==> config.mk <==
export PLATFORM = sky130hd
export DESIGN_NAME = strip_fe_core
export DESIGN_NICKNAME = d
export VERILOG_FILES = /design/src/rtl/strip_fe_pkg.sv /design/src/rtl/fe_trig_chain.sv /design/src/rtl/fe_event_store.sv /design/src/rtl/fe_serial_link.sv /design/src/rtl/strip_fe_core.sv
export SDC_FILE = /design/constraint.sdc
export NUM_CORES = 1
export LEC_CHECK = 0
export ABC_AREA = 1
export CORE_UTILIZATION = 48
export DETAILED_ROUTE_END_ITERATION = 8
export HOLD_SLACK_MARGIN = 0.08
export MAX_ROUTING_LAYER = met4
export PLACE_DENSITY = 0.77
export REMOVE_ABC_BUFFERS = 1
export SYNTH_ARGS = -nofsm -noshare
export SYNTH_HDL_FRONTEND = slang
export SYNTH_SLANG_ARGS = --single-unit
==> constraint.sdc <==
create_clock -name clk -period 11.1 [get_ports clk]
set_input_delay 1.11 -clock clk [delete_from_list [all_inputs] [get_ports clk]]
set_output_delay 1.11 -clock clk [all_outputs]
set_load 0.05 [all_outputs]
==> src/rtl/strip_fe_pkg.sv <==
package strip_fe_pkg;
  localparam int CODE_W = 2;
  localparam int NBUF   = 1 << CODE_W;
  localparam int HDR_W  = 1 + CODE_W;
endpackage

==> src/rtl/fe_trig_chain.sv <==
module fe_trig_chain #(
  parameter int NCH = 64
) (
  input  logic           clk,
  input  logic           rst,
  input  logic [NCH-1:0] hit_i,
  input  logic [NCH-1:0] mask_i,
  input  logic           dir_i,
  input  logic           or_l_i,
  input  logic           or_r_i,
  output logic           or_l_o,
  output logic           or_r_o
);
  logic local_or;
  logic or_l_q, or_r_q;

  always_comb local_or = |(hit_i & ~mask_i);

  always_ff @(posedge clk) begin
    if (rst) begin
      or_l_q <= 1'b0;
      or_r_q <= 1'b0;
    end else begin
      or_r_q <= dir_i & (local_or | or_l_i);
      or_l_q <= ~dir_i & (local_or | or_r_i);
    end
  end

  assign or_l_o = or_l_q;
  assign or_r_o = or_r_q;

  p_one_side_r2: assert property (@(posedge clk) disable iff (rst)
    !(or_l_o && or_r_o));
  p_pass_right_r3: assert property (@(posedge clk) disable iff (rst)
    (dir_i && or_l_i) |=> or_r_o);
  p_pass_left_r3: assert property (@(posedge clk) disable iff (rst)
    (!dir_i && or_r_i) |=> or_l_o);
endmodule

==> src/rtl/fe_event_store.sv <==
module fe_event_store
  import strip_fe_pkg::*;
#(
  parameter int NCH = 64
) (
  input  logic              clk,
  input  logic              rst,
  input  logic              ack_i,
  input  logic [CODE_W-1:0] ack_code_i,
  input  logic [NCH-1:0]    hit_i,
  input  logic [NCH-1:0]    dmask_i,
  input  logic [CODE_W-1:0] rd_addr_i,
  output logic [NCH-1:0]    rd_word_o,
  output logic [CODE_W-1:0] rd_code_o
);
  localparam int ENT_W = NCH + CODE_W;

  logic [ENT_W-1:0] mem [NBUF];

  always_ff @(posedge clk) begin
    if (ack_i) mem[ack_code_i] <= {ack_code_i, hit_i & ~dmask_i};
  end

  assign rd_word_o = mem[rd_addr_i][NCH-1:0];
  assign rd_code_o = mem[rd_addr_i][ENT_W-1:NCH];

  p_code_kept_r4: assert property (@(posedge clk) disable iff (rst)
    ack_i |=> (mem[$past(ack_code_i)][ENT_W-1:NCH] == $past(ack_code_i)));
endmodule

==> src/rtl/fe_serial_link.sv <==
module fe_serial_link
  import strip_fe_pkg::*;
#(
  parameter int NCH = 64
) (
  input  logic              clk,
  input  logic              rst,
  input  logic              dir_i,
  input  logic              load_i,
  input  logic [NCH-1:0]    ld_word_i,
  input  logic [CODE_W-1:0] ld_code_i,
  input  logic              ser_l_i,
  input  logic              ser_r_i,
  output logic              ser_l_o,
  output logic              ser_r_o
);
  localparam int REC_W = HDR_W + NCH;
  localparam int CW    = $clog2(REC_W + 1);

  logic [REC_W-1:0] sr, sr_n, rec;
  logic [CW-1:0]    cnt, cnt_n, len;
  logic             fresh;
  logic             up_bit, nxt_bit, flag;
  logic             out_l_q, out_r_q;

  always_comb begin
    up_bit = dir_i ? ser_l_i : ser_r_i;
    flag   = |ld_word_i;
    rec    = '0;
    rec[0] = flag;
    for (int j = 0; j < CODE_W; j++) rec[1 + j] = ld_code_i[CODE_W - 1 - j];
    rec[REC_W-1:HDR_W] = ld_word_i;
    len    = flag ? CW'(REC_W) : CW'(HDR_W);
  end

  always_comb begin
    nxt_bit = (cnt == '0) ? up_bit : sr[0];
    sr_n    = sr >> 1;
    cnt_n   = cnt;
    if (fresh) begin
      cnt_n = cnt - CW'(1);
    end else if (cnt != '0) begin
      for (int i = 0; i < REC_W; i++)
        if (i == int'(cnt) - 1) sr_n[i] = up_bit;
    end
  end

  always_ff @(posedge clk) begin
    if (rst) begin
      sr      <= '0;
      cnt     <= '0;
      fresh   <= 1'b0;
      out_l_q <= 1'b0;
      out_r_q <= 1'b0;
    end else begin
      out_r_q <= dir_i & nxt_bit;
      out_l_q <= ~dir_i & nxt_bit;
      if (load_i) begin
        sr    <= rec;
        cnt   <= len;
        fresh <= 1'b1;
      end else begin
        sr    <= sr_n;
        cnt   <= cnt_n;
        fresh <= 1'b0;
      end
    end
  end

  assign ser_l_o = out_l_q;
  assign ser_r_o = out_r_q;

  p_cnt_range_r7: assert property (@(posedge clk) disable iff (rst)
    (cnt == '0) || (cnt >= CW'(CODE_W) && cnt <= CW'(REC_W)));
  p_one_side_r9: assert property (@(posedge clk) disable iff (rst)
    !(ser_l_o && ser_r_o));
  p_pass_idle_r9: assert property (@(posedge clk) disable iff (rst)
    (cnt == '0 && !load_i && dir_i) |=> (ser_r_o == $past(ser_l_i)));
endmodule

==> src/rtl/strip_fe_core.sv <==
module strip_fe_core
  import strip_fe_pkg::*;
#(
  parameter int NCH = 64
) (
  input  logic              clk,
  input  logic              rst,
  input  logic [NCH-1:0]    hit_i,
  input  logic [NCH-1:0]    trig_mask_i,
  input  logic [NCH-1:0]    data_mask_i,
  input  logic              dir_right_i,
  input  logic              or_from_left_i,
  input  logic              or_from_right_i,
  output logic              or_to_left_o,
  output logic              or_to_right_o,
  input  logic              ack_i,
  input  logic [CODE_W-1:0] ack_code_i,
  input  logic              rd_i,
  input  logic [CODE_W-1:0] rd_addr_i,
  input  logic              ser_from_left_i,
  input  logic              ser_from_right_i,
  output logic              ser_to_left_o,
  output logic              ser_to_right_o
);
  logic [NCH-1:0]    rd_word;
  logic [CODE_W-1:0] rd_code;

  fe_trig_chain #(.NCH(NCH)) u_trig (
    .clk(clk), .rst(rst), .hit_i(hit_i), .mask_i(trig_mask_i),
    .dir_i(dir_right_i), .or_l_i(or_from_left_i), .or_r_i(or_from_right_i),
    .or_l_o(or_to_left_o), .or_r_o(or_to_right_o)
  );

  fe_event_store #(.NCH(NCH)) u_store (
    .clk(clk), .rst(rst), .ack_i(ack_i), .ack_code_i(ack_code_i),
    .hit_i(hit_i), .dmask_i(data_mask_i), .rd_addr_i(rd_addr_i),
    .rd_word_o(rd_word), .rd_code_o(rd_code)
  );

  fe_serial_link #(.NCH(NCH)) u_link (
    .clk(clk), .rst(rst), .dir_i(dir_right_i), .load_i(rd_i),
    .ld_word_i(rd_word), .ld_code_i(rd_code),
    .ser_l_i(ser_from_left_i), .ser_r_i(ser_from_right_i),
    .ser_l_o(ser_to_left_o), .ser_r_o(ser_to_right_o)
  );
endmodule

# == Word level (Yosys, flattened, before mapping) ==
# Memories as Yosys holds them, arrays and structs flattened.
# Cells that the tools add are included.
# word_totals
ff_bits,79
ram_bits,264
inputBits,205
output_inout_bits,4
elab_cells,171
n_memories,1
# mem_list
name,depth,width,read_ports,rd_ports_with_merged_regs,wr,line,text
u_store.mem,4,66,1,0,1,fe_event_store.sv:18,logic [ENT_W-1:0] mem [NBUF];
# op_classes
addsub,2
eq_ne,66
mux,78
bitwise_logic,11
n_reduce_logical,6
# op_table
cell,count
$eq A7 B32 Y1 const A,32
$eq A6 B32 Y1 const A,16
$eq A5 B32 Y1 const A,8
$mux W67,3
$and A64 B64 Y64,2
$eq A4 B32 Y1 const A,4
$not A64 Y64,2
$reduce_or A64 Y1,2
$eq A8 B32 Y1 const A,3
$mux W1,72
$eq A3 B32 Y1 const A,2
$eq A2 B32 Y1 const A,1
$logic_not A32 Y1,1
$mux W7,3
$sub A7 B1 Y8 const B,1
$logic_not A7 Y1,1
$reduce_bool A7 Y1,1
$sub A7 B1 Y7 const B,1
$and A1 B1 Y1,4
$or A1 B1 Y1,2
$reduce_bool A2 Y1,1
$not A1 Y1,1

# == Longest topological paths before layout ==
# depth
ltp_word,6
ltp_mapped,14
depth_no_buf,12

# == Hierarchy ==
# Synthesis repeated with hierarchy kept, for this count alone.
# hier_totals
cells_unflattened,2123
area_unflattened_um2,17083.9
# by_module_without_submodules
module,n_inst,cells_each,area_per_inst_um2,seq_area_each_um2
fe_event_store,1,1170,11611.1,7927.6
fe_serial_link,1,766,4714.5,1541.5
fe_trig_chain,1,187,758.2,40.0

# == Worst setup path before layout ==
# Ideal clock, no wire load.
# synth_timing
path_kind,input to register
startpoint,input ack_code_i[1]
endpoint,"memory u_store.mem[0][0] (netlist name), enable pin"
setup_time_ns,0.572
arrival_time_ns,5.711
required_ns,10.528
slack_ns,4.817
path_stages,1
n_path_buf,0
cell_sequence,nor3_1
# synth_lines
item,line,text
from (decl),strip_fe_core.sv:17,"input logic [CODE_W-1:0] ack_code_i,"
to (decl),fe_event_store.sv:18,
# No word-level cell before the write port.

# == Worst setup path after layout ==
# layout_timing
startpoint,input rd_addr_i[0]
endpoint,register u_link.sr[0]
# layout_between
elab_chain_cells,3
# layout_lines
item,line,text
from (decl),strip_fe_core.sv:19,"input logic [CODE_W-1:0] rd_addr_i,"
$mem_v2 Z4 W66,-,
$reduce_or A64 Y1,fe_serial_link.sv:28,flag = |ld_word_i;
$mux W67,fe_serial_link.sv:58,if (load_i) begin
to (signal assigned),fe_serial_link.sv:59,sr <= rec;
to (signal assigned),fe_serial_link.sv:63,sr <= sr_n;
to (decl),fe_serial_link.sv:20,"logic [REC_W-1:0] sr, sr_n, rec;"
# No other way between the ends.
# A chain may end at the register's enable or synchronous reset.

==> results.md <==
* Fmax achieved at roughly 270 MHz
* Fin worst setup slack at 7360 ps
* Vias in the first global route at around 12k
* Status: finished clean
* Initial antenna violation count at 0
* Yosys cell types at 38
* H-Tree Depth at 2
* # fillers at ~2.5k
* Place WS at between 6000 and 7000 ps
* Core Area at around 31,000 sq um
* Slew HR at 0.215
* Post-synth ARST share at 0
* CTS Hold Bufs at 0
* Synth area leader: edfxtp_1
* CP arrival at between 4000 and 5000 ps
* Worst-Margin Slew at 1180 ps
* Hold Path Depth at 2
* RSZ-0062 raised after global routing: false
* ANT nets after route at 0
* Leakage at 7.09 nW
* DRT iter0 DRCs at just over 1k
* Setup TNS at 0 ps
* Post-synth top cells: 548 x nand2_1, 264 x edfxtp_1, 188 x nand3_1
* Max-slew violations at 0
* Switch Pwr at around 0.00070 W
* Final wirelength at between 30,000 and 40,000 um
* Root Buffer: clkbuf_16
* Grt ovf at 0
* Worst-path maximum fanout at 91
* Crit path kind: in2reg
* Wire per inst at around 17 um
* Avg Inst Size Synth at roughly 9.3 sq um
* Hold WS at ~450 ps
* Final min period at roughly 3700 ps
* Worst endpoint required time at around 11,000 ps
* Count leader, synth: nand2_1
* Total chip power at between 0.002 and 0.003 W
* VDD IR max at roughly 110 uV
* Clock group share of total power at 0.388
* Clock-pin slew on the worst setup and hold paths at about 60 ps
* First-pass GRT wire length at 59,900 um
* Post CTS Setup Buffer Count at 0
* Mapped cell area at around 15,000 sq um
* Antenna cells at 0
* # clock sinks at around 340
* Layout Area Growth over Synthesis at 22.5%
* Clk buf depth at 3
* Worst Hold Class: reg2reg
* Slowest stage delay, CP at roughly 630 ps
* Internal power at 0.00227 W
* Residual DRC at 0
* Post-cts sizing count at 0
* Die height at ~180 um
* Top cell type's share of synthesized area at 0.520
* Layout Skew at about 25 ps
* Overall routing resource usage at 0.237
* Clk_lat worst skew at ~520 ps
* Post-synth top flop: edfxtp_1
* CP max-delay cell: clkinv_2
* Cell Pwr Density at between 150 and 200 nW/um^2
* Vias at 12.1k
* Share of cells above drive strength 1 at 0.0649
* Starting density of the core at 0.494
* HPWL after DPL at 23,500 um
* Rows at between 60 and 70
* Vias per cell at approximately 5.4
* Fin. Hold Viols at 0
* Comb pwr share at 0.115
* R2R cell count at 10
* Ports at between 200 and 250
* Part of the power in registers at 0.497
* PortBufs at 208
* NumNets Final at between 2k and 2.5k
* MaxCap Viol Count at 0
* Crit path cell chain: buf_4 -> clkinv_2 -> buf_4 -> nand2_1 -> nand3_1 -> nand2_1 -> nand2_1 -> nor2_1 -> nand2_1 -> nor2_1 -> nand2_1 -> o21ai_1 -> a21oi_1
* Critical Path Start Type: input port
* Synthesized flop and latch total at about 340
* Largest net degree at the start of global routing at 92
* Setup crit end kind: flop
* EDFF count, synth at about 260
* Ranking of synthesized cells by area: edfxtp_1 52%, nand2_1 13%, dfxtp_1 10%
* Die area at 32,500 sq um
* Seq/Total Area, Yosys at 0.623
* Drt pass-1 iters at 5
* CP most frequent cell: nand2_1
* Gpl congestion at roughly 0.97
* CTS tree: built
* Gate Count Post-Synth at 1,635
* Switching Fraction at 0.236
* YS warnings at 0
* Tcrit/Tclk final at 0.337
* DIE WIDTH at around 180 um
* TritonCTS Buffers at 35
* # setup viols final at 0
[sequential cells by signal (all words and copies together), names as in the netlist]
| name | cells |
|---|---|
| u_link.fresh | 1 |
| u_link.ser_r_o | 1 |
| u_store.mem | 264 |
| u_link.sr | 67 |
| u_link.ser_l_o | 1 |
| u_trig.or_l_o | 1 |
| u_trig.or_r_o | 1 |
| u_link.cnt | 7 |
[cells in the final DEF, fill, tap and decap left out, drive strengths merged, types with 24 or more instances in the layout]
master         count
o21ai             66
inv              114
dfxtp             79
a21oi             24
clkbuf            45
a31oi             52
clkdlybuf4s50    205
o22ai             27
nor2             145
nand3            191
edfxtp           264
nand2            560
[path summary, 6_finish.rpt]
path | startpoint | end | slack, ps
worst min register to register | u_link.sr[20] | u_link.sr[19] | 450
worst max register to register | u_link.cnt[0] | u_link.sr[21] | 8470
worst max-delay path | rd_addr_i[0] | u_link.sr[0] | 7360
worst min-delay path | u_link.sr[20] | u_link.sr[19] | 450
[kinds of logic (layout without fill, tap and decap cells)]
logic type | Yosys count | in the layout | synth area share
adder cells (fa/ha/maj) | 5 | 5 | 0.00410
AND/OR/NAND/NOR | 918 | 918 | 0.255
XOR/XNOR | 2 | 2 | 0.00238
buffers and inverters | 195 | 393 | 0.0509
flip-flops | 343 | 343 | 0.623
AO/OA/AOI/OAI | 172 | 172 | 0.0638
[power by group through the flow]
stage          registers, W  clock network, W  logic [W]
3_3_place_gp        0.00150                 0   0.000333
4_1_cts             0.00147           0.00116   0.000344
3_5_place_dp        0.00150                 0   0.000341
5_1_grt             0.00148           0.00121   0.000381
2_1_floorplan       0.00150                 0   0.000181
6_report            0.00147           0.00115   0.000343
[metrics by stage]
step | cells | cell area [sq um] | util
3_3_place_gp | 2170 | 17600 | 0.569
6_report | 2229 | 18700 | 0.604
2_1_floorplan | 1555 | 14900 | -
3_5_place_dp | 2170 | 17600 | 0.569
4_1_cts | 2229 | 18700 | 0.604
5_1_grt | 2229 | 18700 | 0.604
[routing by layer]
layer	share of wire	up-vias	track usage
met4	0.018	0	0.0591
met5	0	-	-
li1	-	5845	-
met1	0.42	5714	0.307
met3	0.065	58	0.0325
met2	0.49	454	0.393
[layout make-up]
class,instances,area [sq um],share of cell area
Tap cell,396,495,0.0265
Clock buffer,45,956,0.0512
Timing Repair Buffer,219,2150,0.115
Clock inverter,14,149,0.00797
Inverter,115,433,0.0232
Multi-Input combinational cell,1097,4990,0.267
Sequential cell,343,9510,0.509
[critical path: cells and delay by family]
kind                   cells  cell delay, ps
and+or+nand+nor            8            1010
AOI/OAI and AO/OA          2             280
buffers and inverters      3            1620
Note: power is estimated with default switching activity, not from simulation.
